**config.mk**
```make
export PLATFORM = sky130hd
export DESIGN_NAME = rfsw_top
export DESIGN_NICKNAME = d
export VERILOG_FILES = /design/src/rtl/rfsw_pkg.sv /design/src/rtl/rfsw_access_chk.sv /design/src/rtl/rfsw_read_port.sv /design/src/rtl/rfsw_storage.sv /design/src/rtl/rfsw_top.sv
export SDC_FILE = /design/constraint.sdc
export NUM_CORES = 1
export LEC_CHECK = 0
export ABC_AREA = 1
export ABC_CLOCK_PERIOD_IN_PS = 1880
export BUFFER_PORTS_ARGS = -buffer_cell sky130_fd_sc_hd__buf_2
export CAP_MARGIN = 20
export CORE_ASPECT_RATIO = 0.7
export CORE_MARGIN = 2
export CORE_UTILIZATION = 40
export CTS_BUF_LIST = sky130_fd_sc_hd__clkbuf_8 sky130_fd_sc_hd__clkbuf_16
export DETAILED_ROUTE_END_ITERATION = 7
export PLACE_DENSITY = 0.56
export SKIP_LAST_GASP = 1
export SLEW_MARGIN = 20
export SYNTH_ARGS = -nofsm -noshare
export SYNTH_HDL_FRONTEND = slang
export SYNTH_SLANG_ARGS = --single-unit
```
**constraint.sdc**
```tcl
create_clock -name clk -period 1.88 [get_ports clk]
set_input_delay 0.094 -clock clk [delete_from_list [all_inputs] [get_ports clk]]
set_output_delay 0.094 -clock clk [all_outputs]
set_load 0.05 [all_outputs]
```
**src/rtl/rfsw_pkg.sv**
```systemverilog
package rfsw_pkg;

    localparam int HALF_W = 16;
    localparam int BYTE_W = 8;

    typedef enum logic [1:0] {
        PART_WORD = 2'b00,
        PART_HALF = 2'b01,
        PART_LOB  = 2'b10,
        PART_HIB  = 2'b11
    } part_e;

    // Decoded write control for one cycle.
    typedef struct packed {
        logic              legal;
        logic              upper_en;
        logic [HALF_W-1:0] low_mask;
        logic [HALF_W-1:0] low_data;
    } wr_ctl_t;

    function automatic logic is_byte(input part_e p);
        return (p == PART_LOB) || (p == PART_HIB);
    endfunction

    function automatic logic [HALF_W-1:0] low_mask_of(input part_e p);
        case (p)
            PART_LOB: return {{BYTE_W{1'b0}}, {BYTE_W{1'b1}}};
            PART_HIB: return {{BYTE_W{1'b1}}, {BYTE_W{1'b0}}};
            default:  return {HALF_W{1'b1}};
        endcase
    endfunction

    function automatic logic [HALF_W-1:0] align_wr(input part_e p, input logic [HALF_W-1:0] d);
        if (p == PART_HIB) return {d[BYTE_W-1:0], {BYTE_W{1'b0}}};
        return d;
    endfunction

    function automatic logic [HALF_W-1:0] pick_rd(input part_e p, input logic [HALF_W-1:0] v);
        case (p)
            PART_LOB: return {{BYTE_W{1'b0}}, v[BYTE_W-1:0]};
            PART_HIB: return {{BYTE_W{1'b0}}, v[HALF_W-1:BYTE_W]};
            default:  return v;
        endcase
    endfunction

endpackage

```
**src/rtl/rfsw_access_chk.sv**
```systemverilog
module rfsw_access_chk
    import rfsw_pkg::*;
#(
    parameter int NUM_REGS  = 8,
    parameter int BYTE_REGS = 4,
    localparam int IDX_W    = $clog2(NUM_REGS)
) (
    input  logic [IDX_W-1:0] idx,
    input  part_e            part,
    output logic             legal
);
    always_comb begin
        legal = !is_byte(part) || (32'(idx) < BYTE_REGS);
    end
endmodule

```
**src/rtl/rfsw_read_port.sv**
```systemverilog
module rfsw_read_port
    import rfsw_pkg::*;
#(
    parameter int NUM_REGS  = 8,
    parameter int DATA_W    = 32,
    parameter int BYTE_REGS = 4,
    localparam int IDX_W    = $clog2(NUM_REGS)
) (
    input  logic [DATA_W-1:0] regs [NUM_REGS],
    input  logic [IDX_W-1:0]  idx,
    input  part_e             part,
    output logic [DATA_W-1:0] data,
    output logic              illegal
);
    logic              legal;
    logic [DATA_W-1:0] sel;

    rfsw_access_chk #(.NUM_REGS(NUM_REGS), .BYTE_REGS(BYTE_REGS)) u_chk (
        .idx   (idx),
        .part  (part),
        .legal (legal)
    );

    always_comb begin
        sel     = regs[idx];
        illegal = !legal;
        if (!legal) begin
            data = '0;
        end else if (part == PART_WORD) begin
            data = sel;
        end else begin
            data = {{(DATA_W-HALF_W){1'b0}}, pick_rd(part, sel[HALF_W-1:0])};
        end
    end
endmodule

```
**src/rtl/rfsw_storage.sv**
```systemverilog
module rfsw_storage
    import rfsw_pkg::*;
#(
    parameter int NUM_REGS = 8,
    parameter int DATA_W   = 32
) (
    input  logic              clk,
    input  logic              rst,
    input  logic [NUM_REGS-1:0] we,
    input  wr_ctl_t           ctl,
    input  logic [DATA_W-1:0] wr_data,
    output logic [DATA_W-1:0] regs [NUM_REGS]
);
    for (genvar r = 0; r < NUM_REGS; r++) begin : g_reg
        logic [DATA_W-1:0] q;
        always_ff @(posedge clk) begin
            if (rst) begin
                q <= '0;
            end else if (we[r]) begin
                if (ctl.upper_en) begin
                    q[DATA_W-1:HALF_W] <= wr_data[DATA_W-1:HALF_W];
                end
                q[HALF_W-1:0] <= (q[HALF_W-1:0] & ~ctl.low_mask) | (ctl.low_data & ctl.low_mask);
            end
        end
        assign regs[r] = q;
    end
endmodule

```
**src/rtl/rfsw_top.sv**
```systemverilog
module rfsw_top
    import rfsw_pkg::*;
#(
    parameter int NUM_REGS  = 8,
    parameter int DATA_W    = 32,
    parameter int BYTE_REGS = 4,
    localparam int IDX_W    = $clog2(NUM_REGS)
) (
    input  logic              clk,
    input  logic              rst,
    input  logic              wr_en,
    input  logic [IDX_W-1:0]  wr_idx,
    input  logic [1:0]        wr_part,
    input  logic [DATA_W-1:0] wr_data,
    input  logic [IDX_W-1:0]  rd0_idx,
    input  logic [1:0]        rd0_part,
    output logic [DATA_W-1:0] rd0_data,
    input  logic [IDX_W-1:0]  rd1_idx,
    input  logic [1:0]        rd1_part,
    output logic [DATA_W-1:0] rd1_data,
    output logic              access_err
);
    initial begin
        if (DATA_W < 2 * HALF_W) $error("DATA_W must be at least 32");
        if (BYTE_REGS > NUM_REGS) $error("BYTE_REGS exceeds NUM_REGS");
    end

    part_e               wr_pe;
    logic                wr_legal;
    logic                rd0_bad;
    logic                rd1_bad;
    wr_ctl_t             ctl;
    logic [NUM_REGS-1:0] we;
    logic [DATA_W-1:0]   regs [NUM_REGS];

    assign wr_pe = part_e'(wr_part);

    rfsw_access_chk #(.NUM_REGS(NUM_REGS), .BYTE_REGS(BYTE_REGS)) u_wr_chk (
        .idx   (wr_idx),
        .part  (wr_pe),
        .legal (wr_legal)
    );

    always_comb begin
        ctl.legal    = wr_legal;
        ctl.upper_en = (wr_pe == PART_WORD);
        ctl.low_mask = low_mask_of(wr_pe);
        ctl.low_data = align_wr(wr_pe, wr_data[HALF_W-1:0]);
        we           = '0;
        if (wr_en && ctl.legal) we[wr_idx] = 1'b1;
    end

    rfsw_storage #(.NUM_REGS(NUM_REGS), .DATA_W(DATA_W)) u_store (
        .clk     (clk),
        .rst     (rst),
        .we      (we),
        .ctl     (ctl),
        .wr_data (wr_data),
        .regs    (regs)
    );

    rfsw_read_port #(.NUM_REGS(NUM_REGS), .DATA_W(DATA_W), .BYTE_REGS(BYTE_REGS)) u_rd0 (
        .regs    (regs),
        .idx     (rd0_idx),
        .part    (part_e'(rd0_part)),
        .data    (rd0_data),
        .illegal (rd0_bad)
    );

    rfsw_read_port #(.NUM_REGS(NUM_REGS), .DATA_W(DATA_W), .BYTE_REGS(BYTE_REGS)) u_rd1 (
        .regs    (regs),
        .idx     (rd1_idx),
        .part    (part_e'(rd1_part)),
        .data    (rd1_data),
        .illegal (rd1_bad)
    );

    assign access_err = rd0_bad || rd1_bad || (wr_en && !wr_legal);

    // Port-level checks on illegal byte reads.
    assert_rd0_bad_zero_R5: assert property (@(posedge clk) disable iff (rst)
        (rd0_part[1] && 32'(rd0_idx) >= BYTE_REGS) |-> (rd0_data == '0 && access_err));
    assert_rd1_bad_err_R6: assert property (@(posedge clk) disable iff (rst)
        (rd1_part[1] && 32'(rd1_idx) >= BYTE_REGS) |-> (rd1_data == '0 && access_err));

    for (genvar r = 0; r < NUM_REGS; r++) begin : g_chk
        assert_reset_clear_R1: assert property (@(posedge clk)
            rst |=> (regs[r] == '0));
        assert_untouched_R8: assert property (@(posedge clk) disable iff (rst)
            !(wr_en && wr_idx == IDX_W'(r)) |=> $stable(regs[r]));
        assert_upper_kept_R3: assert property (@(posedge clk) disable iff (rst)
            (wr_en && wr_idx == IDX_W'(r) && wr_part != 2'b00) |=> $stable(regs[r][DATA_W-1:HALF_W]));
        if (r >= BYTE_REGS) begin : g_nobyte
            assert_byte_wr_blocked_R4: assert property (@(posedge clk) disable iff (rst)
                (wr_en && wr_idx == IDX_W'(r) && wr_part[1]) |=> $stable(regs[r]));
        end
    end
endmodule

```
Word level (Yosys, flattened, before mapping):

Index checks and enable logic that the tools add are counted.

* flip-flop bits (word level): 256
* bits of input ports: 50
* output and inout port bits: 65
* logic and storage cells: 96

* $lt $le $gt $ge: 7
* equal/unequal tests: 6
* multiplexer cells: 19
* bitwise operators: 20
* reduce and logical (&&, ||, !) cells: 28

Operators with widths (count)
* $mux W32: 8
* $bmux W32 S3: 2
* $and A16 B16 Y16: 9
* $or A16 B16 Y16: 8
* $pmux W16 S2: 3
* $mux W16: 2
* $not A16 Y16: 1
* $reduce_and A2 Y1: 8
* $eq A2 B2 Y1 const B: 6
* $lt A3 B3 Y1 const B: 3
* $ge A4 B4 Y1 const B: 2
* $logic_or A1 B1 Y1: 8
* $mux W8: 1
* $not A3 Y4: 2
* $logic_not A1 Y1: 6
* $logic_not A2 Y1: 3
* $lt A3 B4 Y1 const B: 1
* $demux W1 S3: 1
* $ge A3 B1 Y1 const B: 1
* $logic_and A1 B1 Y1: 3
* $mux W1: 2

Longest topological paths before layout:

Gate-level depths: netlist of the first run.

* depth in word-level cells: 7
* gate-level depth with buffers: 10
* mapped depth without buffers: 8

Modules after synthesis:

Synthesis of the first run repeated with hierarchy kept, for this count alone.

* cells, all modules: 3130
* area total of the unflattened synthesis: 17182.7 sq um

Modules (own cells, without submodules)
* rfsw_storage: times used 1, cells an instance 1790, area each 11288.3 sq um, seq. area each 5124.9 sq um
* rfsw_read_port: times used 2, cells an instance 635, area each 2803.9 sq um, seq. area each 0.0 sq um
* rfsw_top: times used 1, cells an instance 67, area each 275.3 sq um, seq. area each 0.0 sq um
* rfsw_access_chk: times used 3, cells an instance 1, area each 3.8 sq um, seq. area each 0.0 sq um

Least setup slack after synthesis of the first run:

Ideal clock, no wire load.

* path type: in2out
* from: in wr_idx[2]
* to: out access_err
* arrival: 1989 ps
* required time: 1786 ps
* setup slack: -203 ps
* stages: 2
* path buffers: 0
* cell sequence: inv_1 -> o311ai_0

* word-level cells in the longest chain between the ends: 5

RTL lines
* from (decl): RTL line rfsw_top.sv:12 `input logic [IDX_W-1:0] wr_idx,`
* $lt A3 B3 Y1: RTL line rfsw_access_chk.sv:13 `legal = !is_byte(part) || (32'(idx) < BYTE_REGS);`
* $logic_or A1 B1 Y1: RTL line rfsw_access_chk.sv:13
* $logic_not A1 Y1: RTL line rfsw_top.sv:78 `assign access_err = rd0_bad || rd1_bad || (wr_en && !wr_legal);`
* $logic_and A1 B1 Y1: RTL line rfsw_top.sv:78
* $logic_or A1 B1 Y1: RTL line rfsw_top.sv:78
* to (decl): RTL line rfsw_top.sv:21 `output logic access_err`

Every way passes these cells.

==> impl_metrics.tcl, run 1 <==
set metrics [dict create \
    final_nets 2529 \
    synthAdderAreaFrac_pct 0 \
    start_util_pct 40.88 \
    antenna_found_initial 0 \
    antenna_cells 0 \
    synth_warnings 0 \
    async_reset_ff_share_pct 0 \
    path_clk_slew_ns 0.07 \
    netlist_area_sq_um 14770 \
    drt_wl_total_um 59280 \
    fin_skew_ns 0 \
    path_class "reg -> out" \
    rsz0062_at_grt "yes" \
    synth_top_cell_by_area "dfxtp_1" \
    vdd_drop_max_uv 608.3 \
    grt_usage_pct 30.54 \
    io_pins 115 \
    power_uw 14320 \
    cp_max_fo 3 \
    clockBufferDepth 3 \
    dpl.hpwl_um 39310 \
    ys.flop_type "dfxtp_1" \
    clk_latency_ns 0.56 \
    setup_violations 0 \
    clock-sinks 256 \
    endpoint_kind "output port" \
    final_antenna_net_count 0 \
    hp-class "in -> reg" \
    wl_per_cell_um 19.88 \
    synth_nets 2478 \
    n_fill_cell 3675 \
    ys_types 23 \
    worstPathArrival_ns 1.77 \
    yosysMostFrequentCell "nand2_1" \
    via_count 16770 \
    synth_area_per_cell_sq_um 6.085 \
    relSlewSlack_pct 35.26 \
    fmax_mhz 536.3 \
    synth-edff-count 0 \
    multiInputGateArea_sq_um 8330 \
    grt_pass1_wl_um 90840 \
    cts_tree "built" \
    period_needed_ns 1.865 \
    grt-ovfl-total 0 \
    worstMarginPinSlew_ns 0.9711 \
    p_leak_uw 0.007622 \
    synth_area_leaders "dfxtp_1 (35%), nand2_1 (15%), nand3_1 (13%), a21oi_1 (10%), nor2_1 (6.0%)" \
    io_buffer_count 114 \
    final_layout_size_suffix_gt1_share_pct 15.63 \
    cts_buffers 29 \
    ys_top_cells_by_count "nand2_1 (595), nand3_1 (384), a21oi_1 (295), dfxtp_1 (256), nor2_1 (235)" \
    synth-seq-area-share_pct 34.69 \
    drv_slew 0 \
    synth_cells 2428 \
    firstDrtPassIters 5 \
    grt_start_max_net_pins 95 \
    area.sequential_sq_um 5172 \
    maxCapViolCount 0 \
    place.gp.congestion 0.9112 \
    ys_seq_elements 256 \
    synth_top_area_share_pct 34.69 \
    htree_levels 1 \
    drtIter0Drc 2003 \
    fin_crit_sh_pct 99.19 \
    placementRows 58 \
    fp.dieH_um 164.8 \
    power_density_nw_per_um2 795.9 \
    die_area_sq_um 38510 \
    postCtsSetupBuffers 0 \
    synth_top_family_by_area "simple AND/OR/NAND/NOR gates" \
    grt_pass1_vias 15410 \
    synthMuxAreaShare_pct 0 \
    crit_required_ns 1.79 \
    viasPerCell 5.624 \
    hold_violations 0 \
    synth_xor_area_share_pct 0 \
    cts_root_buffer "clkbuf_16" \
    synthSimpleGateAreaFrac_pct 35.81 \
    area_growth_pct 21.81 \
    drc 0 \
    final_util_pct 49.80 \
    start_kind "register" \
    min_from "wr_data[4]" \
    tns_ns 0 \
    synth_compound_area_share_pct 18.91 \
    status "finished, final reports clean" \
    die_width_um 233.7 \
    coreArea_sq_um 36140 \
]
power breakdown:
part	total [uW]	internal, uW	switching [uW]
combinational	2600	797	1800
clock	6140	3720	2430
sequential	5580	5520	60.8
total	14300	10000	4280
cells by family after synthesis:
kind of cell | count (synthesis)
buffers and inverters | 390
flip-flops | 256
AND/OR/NAND/NOR | 1253
AO/OA/AOI/OAI | 529
through the flow:
step | setup WS (ns) | cell area [sq um] | cells | hold WS, ns
2_1_floorplan | 0.08981 | 14770 | 2428 | 0.2289
5_1_grt | -0.04591 | 18000 | 2981 | 0.05371
6_report | 0.01531 | 18000 | 2981 | 0.05493
3_5_place_dp | 0.1952 | 16180 | 2904 | 0.3837
3_3_place_gp | 0.2106 | 16180 | 2904 | 0.3712
4_1_cts | -0.03393 | 17570 | 2981 | 0.03280
worst max-delay path, cell delays in order (launching register included):
cell and delay (ns):
dfxtp_1 0.40, nand2_1 0.07, nand3_1 0.08, nand3_1 0.09, nand3_2 0.13, nand2_1 0.09, nor2_1 0.17, buf_6 0.18
path summary, 6_finish.rpt:
kind                                    end  cells past startpoint  slack, ns
worst max-delay path            rd0_data[5]                      7       0.02
worst min-delay path               register                      4       0.05
worst max register to register     register                      2       1.18
worst min register to register     register                      2       0.46
layer usage:
| metal | part of all wire (%) | vias up | global-route usage (%) | wire length [um] |
|---|---|---|---|---|
| met5 | 0 | - | 0 | 0 |
| met4 | 3.0 | 0 | 10.82 | 1799 |
| met3 | 8.8 | 111 | 5.939 | 5220 |
| met2 | 41 | 740 | 43.20 | 24400 |
| met1 | 47 | 7848 | 45.52 | 27850 |
| li1 | - | 8067 | - | - |
what timing repair did:
action,in CTS,in global routing
hold buffers,24,0
endpoints found under the setup margin,25,61
pin swaps,2,27
endpoints found under the hold margin,163,0
gates resized for setup,40,197
layout make-up:
type                    count  share of cell area [%]
repair buffers            226                   11.98
multi-input cells        1782                   46.29
clock buffers              38                   4.721
clock inverters            15                   1.064
inverters                 184                   3.866
flip-flops and latches    256                   28.74
well taps                 480                   3.337
cell usage in the layout, fill, tap and decap left out, drive strengths merged:
cell type    instances
clkinv               5
buf                189
o211ai              32
and3                32
a211oi              16
o21ai              184
nand3              384
dfxtp              256
dlygate4sd3         24
clkbuf              51
nor2               239
bufinv               4
o311ai               1
clkinvlp             2
inv                188
a21oi              296
nand2              598
Power figures use the tool's default switching activity.
==> inputs of run 2 (changes only) <==
--- a/config.mk
+++ b/config.mk
@@ -13,8 +13,10 @@
 export CORE_MARGIN = 2
 export CORE_UTILIZATION = 40
 export CTS_BUF_LIST = sky130_fd_sc_hd__clkbuf_8 sky130_fd_sc_hd__clkbuf_16
+export CTS_CLUSTER_DIAMETER = 80
 export DETAILED_ROUTE_END_ITERATION = 7
 export PLACE_DENSITY = 0.56
+export RECOVER_POWER = 100
 export SKIP_LAST_GASP = 1
 export SLEW_MARGIN = 20
 export SYNTH_ARGS = -nofsm -noshare
==> impl_metrics.tcl, run 2 (synthesis results as in run 1) <==
set metrics [dict create \
    slowest_delay_ns 0.39 \
    layout_common_cells "nand2_1 (574), nand3_1 (370), a21oi_1 (294)" \
    cts_tree "built" \
    cp_max_fo 3 \
    grt_pass1_wl_um 90840 \
    io_pins 115 \
    drc 0 \
    drtIter0Drc 2022 \
    hp-class "in -> reg" \
    fin_skew_ns 0 \
    antenna_cells 0 \
    firstDrtPassIters 6 \
    dpl.hpwl_um 39310 \
    area.sequential_sq_um 5172 \
    wl_per_cell_um 19.89 \
    clock-sinks 256 \
    via_count 16720 \
    htree_levels 1 \
    worstMarginPinSlew_ns 1.051 \
    stdcell_area_sq_um 17960 \
    antenna_found_initial 0 \
    fp.dieH_um 164.8 \
    setup_violations 0 \
    period_needed_ns 1.856 \
    viasPerCell 5.610 \
    cts_buffers 29 \
    final_antenna_net_count 0 \
    cp_slowest_cell "dfxtp_1" \
    swShare_pct 29.96 \
    start_kind "register" \
    grt_pass1_vias 15410 \
    rrSetupSlack_ns 1.18 \
    n_fill_cell 3682 \
    final_layout_size_suffix_gt1_share_pct 15.43 \
    vdd_drop_max_uv 610.0 \
    multiInputGateArea_sq_um 8322 \
    fmax_mhz 538.9 \
    clockBufferDepth 3 \
    internal_power_uw 10030 \
    final_nets 2529 \
    fin_crit_sh_pct 98.71 \
    path_cells "nand2_1 > nand3_1 > nand3_1 > nand3_2 > nand2_1 > nor2_1 > buf_6" \
    path_clk_slew_ns 0.06 \
    status "finished, final reports clean" \
    relSlewSlack_pct 29.94 \
    place_area_sq_um 16180 \
    hold_violations 0 \
    drt_wl_total_um 59300 \
    rsz0062_at_grt "yes" \
    crit_required_ns 1.79 \
    area_growth_pct 21.58 \
    power.switching_uw 4292 \
    cts_root_buffer "clkbuf_16" \
    path_class "reg -> out" \
    io_buffer_count 114 \
    tns_ns 0 \
    power_uw 14330 \
    grt-ovfl-total 0 \
    endpoint_kind "output port" \
    maxCapViolCount 0 \
    power_density_nw_per_um2 797.5 \
    comb_power_share_pct 18.1 \
    clk_latency_ns 0.56 \
    drv_slew 0 \
    place.gp.congestion 0.9112 \
    layout_commonest_cell "nand2_1" \
    worstReg2RegStart "u_store.g_reg[6].q[21]$_SDFFE_PP0P_" \
    rr_endpoint "u_store.g_reg[6].q[21]$_SDFFE_PP0P_" \
    coreArea_sq_um 36140 \
    r2r_cells 2 \
    grt_start_max_net_pins 95 \
    placementRows 58 \
    fin_cells 2981 \
    worstPathArrival_ns 1.76 \
    die_width_um 233.7 \
    clkPwrFrac_pct 43.0 \
    p_leak_uw 0.007615 \
    p_seq_share_pct 39.0 \
    die_area_sq_um 38510 \
    dp_cells 2904 \
    start_util_pct 40.88 \
    cp-endpoint "rd0_data[5]" \
    grt_usage_pct 30.54 \
]
==> run 2: critical path: cells and delay by family (launching register included) <==
family,cells,cell delay (ns)
simple gates,6,0.62
flops,1,0.39
buf+inv,1,0.18
==> run 2: worst min path at each step <==
stage          slack, ns        start                                   to  depth (start not counted)
5_1_grt             0.05   wr_data[4]                             register                          4
2_1_floorplan       0.23  wr_data[21]  u_store.g_reg[4].q[21]$_SDFFE_PP0P_                          2
3_3_place_gp        0.37  wr_data[29]  u_store.g_reg[4].q[29]$_SDFFE_PP0P_                          3
3_5_place_dp        0.38  wr_data[29]  u_store.g_reg[4].q[29]$_SDFFE_PP0P_                          3
4_1_cts             0.03   wr_data[4]                             register                          4
6_report            0.06   wr_data[4]                             register                          4
==> run 2: cell type report <==
type | count | share of cell area, %
Multi-Input combinational cell | 1782 | 46.33
Timing Repair Buffer | 226 | 11.88
Sequential cell | 256 | 28.80
Clock inverter | 15 | 1.066
Inverter | 184 | 3.859
Clock buffer | 38 | 4.730
Tap cell | 480 | 3.344
==> run 2: power by group through the flow <==
stage	combinational, uW	sequential, uW	clock (uW)
floorplan	1520	5680	0
global placement	2350	5690	0
detailed placement	2360	5690	0
CTS	2450	5570	6260
global route	2770	5590	6480
finish	2590	5580	6160
==> run 2: per-layer routing <==
metal | share of wire (%) | vias up | global-route usage (%)
met5 | 0 | - | 0
met4 | 3.2 | 0 | 10.82
met3 | 8.9 | 118 | 5.939
met2 | 41 | 772 | 43.20
met1 | 47 | 7761 | 45.52
li1 | - | 8072 | -
==> run 2: repair_timing <==
action | in CTS | in global routing
hold buffers | 24 | 0
buffers inserted | 0 | 0
endpoints found under the hold margin | 163 | 0
pin swaps | 2 | 27
gates resized for setup | 40 | 197
setup endpoints to repair | 25 | 61
==> run 2: stage by stage <==
step | setup slack, ns | util (%) | hold WS, ns
floorplan | 0.08981 | - | 0.2289
global placement | 0.2106 | 44.77 | 0.3712
detailed placement | 0.1952 | 44.77 | 0.3837
CTS | -0.03393 | 48.62 | 0.03280
global route | -0.04591 | 49.70 | 0.05371
finish | 0.02427 | 49.70 | 0.05505
==> inputs of run 3 (changes only) <==
--- a/config.mk
+++ b/config.mk
@@ -18,7 +18,8 @@
 export PLACE_DENSITY = 0.56
 export RECOVER_POWER = 100
 export SKIP_LAST_GASP = 1
-export SLEW_MARGIN = 20
+export SLEW_MARGIN = 40
 export SYNTH_ARGS = -nofsm -noshare
 export SYNTH_HDL_FRONTEND = slang
+export SYNTH_HIERARCHICAL = 1
 export SYNTH_SLANG_ARGS = --single-unit
==> impl_metrics.tcl, run 3 <==
set metrics [dict create \
    dpl.hpwl_um 40900 \
    vdd_drop_max_uv 582.2 \
    endpoint_kind "output port" \
    fin_ws_ns -0.01770 \
    final_antenna_net_count 0 \
    drt_wl_total_um 63080 \
    setup_violations 1 \
    yosysMostFrequentCell "nand2_1" \
    die_width_um 251.7 \
    clock-sinks 256 \
    via_count 18830 \
    start_util_pct 40.59 \
    firstDrtPassIters 6 \
    stdcell_area_sq_um 20020 \
    io_buffer_count 114 \
    placementRows 63 \
    internal_power_uw 10300 \
    drc 0 \
    synth_cells 3130 \
    ys_seq_elements 256 \
    relSlewSlack_pct 37.96 \
    status "finished with violations" \
    synth-seq-area-share_pct 29.83 \
    place_ws_ns 0.1046 \
    crit_required_ns 1.79 \
    drtIter0Drc 1711 \
    synth_warnings 6 \
    fp.dieH_um 177.4 \
    final_util_pct 47.30 \
    clockBufferDepth 3 \
    slowest_delay_ns 0.43 \
    rsz0062_at_grt "yes" \
    antenna_found_initial 0 \
    cp_max_fo 3 \
    place.gp.congestion 0.9263 \
    drv_slew 0 \
    synth_area_leaders "dfxtp_1 (30%), nand2_1 (23%), nor2_1 (17%), inv_1 (8.8%), nand3_1 (5.4%)" \
    maxCapViolCount 0 \
    violations "setup timing" \
    worstPathArrival_ns 1.80 \
    cts_root_buffer "clkbuf_16" \
    swShare_pct 30.14 \
    p_seq_share_pct 38.1 \
    grt_usage_pct 27.36 \
    synth-edff-count 0 \
    layout_commonest_cell "nand2_1" \
    place_area_sq_um 18040 \
    viasPerCell 5.046 \
    die_area_sq_um 44660 \
    ys.flop_type "dfxtp_1" \
    ys_types 21 \
    netlist_area_sq_um 17180 \
    worstMarginPinSlew_ns 0.9307 \
    cts_tree "built" \
    synth_area_per_cell_sq_um 5.490 \
    grt-ovfl-total 0 \
    async_reset_ff_share_pct 0 \
    synth_top_area_share_pct 29.83 \
    final_nets 3209 \
    ys_top_cells_by_count "nand2_1 (1058), nor2_1 (764), inv_1 (402), dfxtp_1 (256), nand3_1 (186)" \
    cp_slowest_cell "o211ai_1" \
    io_pins 115 \
    synth_top_cell_by_area "dfxtp_1" \
    power_density_nw_per_um2 736.3 \
    fin_skew_ns 0 \
    cts_buffers 29 \
    period_needed_ns 1.898 \
    grt_start_max_net_pins 65 \
    path_clk_slew_ns 0.07 \
    wl_per_cell_um 16.90 \
    power.switching_uw 4442 \
    final_layout_size_suffix_gt1_share_pct 15.38 \
    clkPwrFrac_pct 43.6 \
    htree_levels 1 \
    synth_nets 3180 \
    fmax_mhz 527.0 \
    holdWs_ns 0.07427 \
    p_leak_uw 0.01019 \
    fin_crit_sh_pct 100.9 \
    grt_pass1_vias 16700 \
    path_class "reg -> out" \
    comb_power_share_pct 18.3 \
    area_growth_pct 16.52 \
    hp-class "in -> reg" \
    path_cells "o21ai_1 > o211ai_1 > nand2_1 > nor2_2 > buf_6" \
    layout_common_cells "nand2_1 (1016), nor2_1 (734), inv_1 (398)" \
    hold_violations 0 \
    antenna_cells 0 \
    coreArea_sq_um 42330 \
    clk_latency_ns 0.57 \
    start_kind "register" \
    grt_pass1_wl_um 96430 \
]
run 3: metal layers:
| metal | up-vias | wire length [um] | share of wire (%) | track usage (%) |
|---|---|---|---|---|
| met5 | - | 0 | 0 | 0 |
| met4 | 0 | 1712 | 2.7 | 8.358 |
| met3 | 101 | 4667 | 7.4 | 3.491 |
| met2 | 736 | 27130 | 43 | 42.10 |
| met1 | 8651 | 29570 | 47 | 39.64 |
| li1 | 9344 | - | - | - |
run 3: cells by family (layout without fill, tap and decap cells):
family | count (synthesis) | count (layout) | share of synthesized area (%)
simple gates | 2035 | 2035 | 46.36
buf+inv | 630 | 680 | 17.02
compound gates | 209 | 209 | 6.787
flops | 256 | 256 | 29.83
run 3: repair_timing:
item | 4_1_cts | 5_1_grt
endpoints found under the setup margin | 47 | 62
hold buffers | 18 | 0
gates resized for setup | 123 | 234
pin swaps | 22 | 68
buffers inserted | 0 | 3
hold endpoints to repair | 128 | 0
run 3: power groups by stage:
stage	Sequential (uW)	Clock (uW)	Combinational, uW
after CTS	5610	6550	2580
final	5620	6420	2700
after floorplan	5700	0	1700
after global routing	5630	6740	2900
after detailed placement	5730	0	2430
after global placement	5730	0	2400
run 3: through the flow:
stage | setup TNS (ns) | total power, uW | instances
floorplan | 0 | 7400 | 3130
global placement | 0 | 8134 | 3659
detailed placement | 0 | 8165 | 3659
CTS | -0.1432 | 14740 | 3729
global route | -0.6404 | 15280 | 3732
finish | -0.01770 | 14740 | 3732
run 3: critical path: cells and delay by family, from the launching register on:
family / cells / cell delay, ns
simple gates: 2 / 0.24
flops: 1 / 0.34
buf+inv: 1 / 0.16
compound gates: 2 / 0.49
run 3: final timing paths:
path | from | to | depth (start not counted) | slack, ns
max | u_store/g_reg[6].q[30]$_SDFFE_PP0P_ | rd1_data[30] | 5 | -0.02
min | wr_data[3] | register | 6 | 0.07
max reg2reg | u_store/g_reg[5].q[19]$_SDFFE_PP0P_ | u_store/g_reg[5].q[19]$_SDFFE_PP0P_ | 5 | 0.65
min reg2reg | u_store/g_reg[6].q[24]$_SDFFE_PP0P_ | u_store/g_reg[6].q[24]$_SDFFE_PP0P_ | 4 | 0.52
run 3: cell type report:
type | instances | area, sq um
Clock inverter | 18 | 262.8
Sequential cell | 256 | 5266
Fill cell | 4435 | 22310
Multi-Input combinational cell | 2244 | 9505
Tap cell | 552 | 690.7
Clock buffer | 34 | 794.5
Timing Repair Buffer | 221 | 1963
Inverter | 407 | 1538
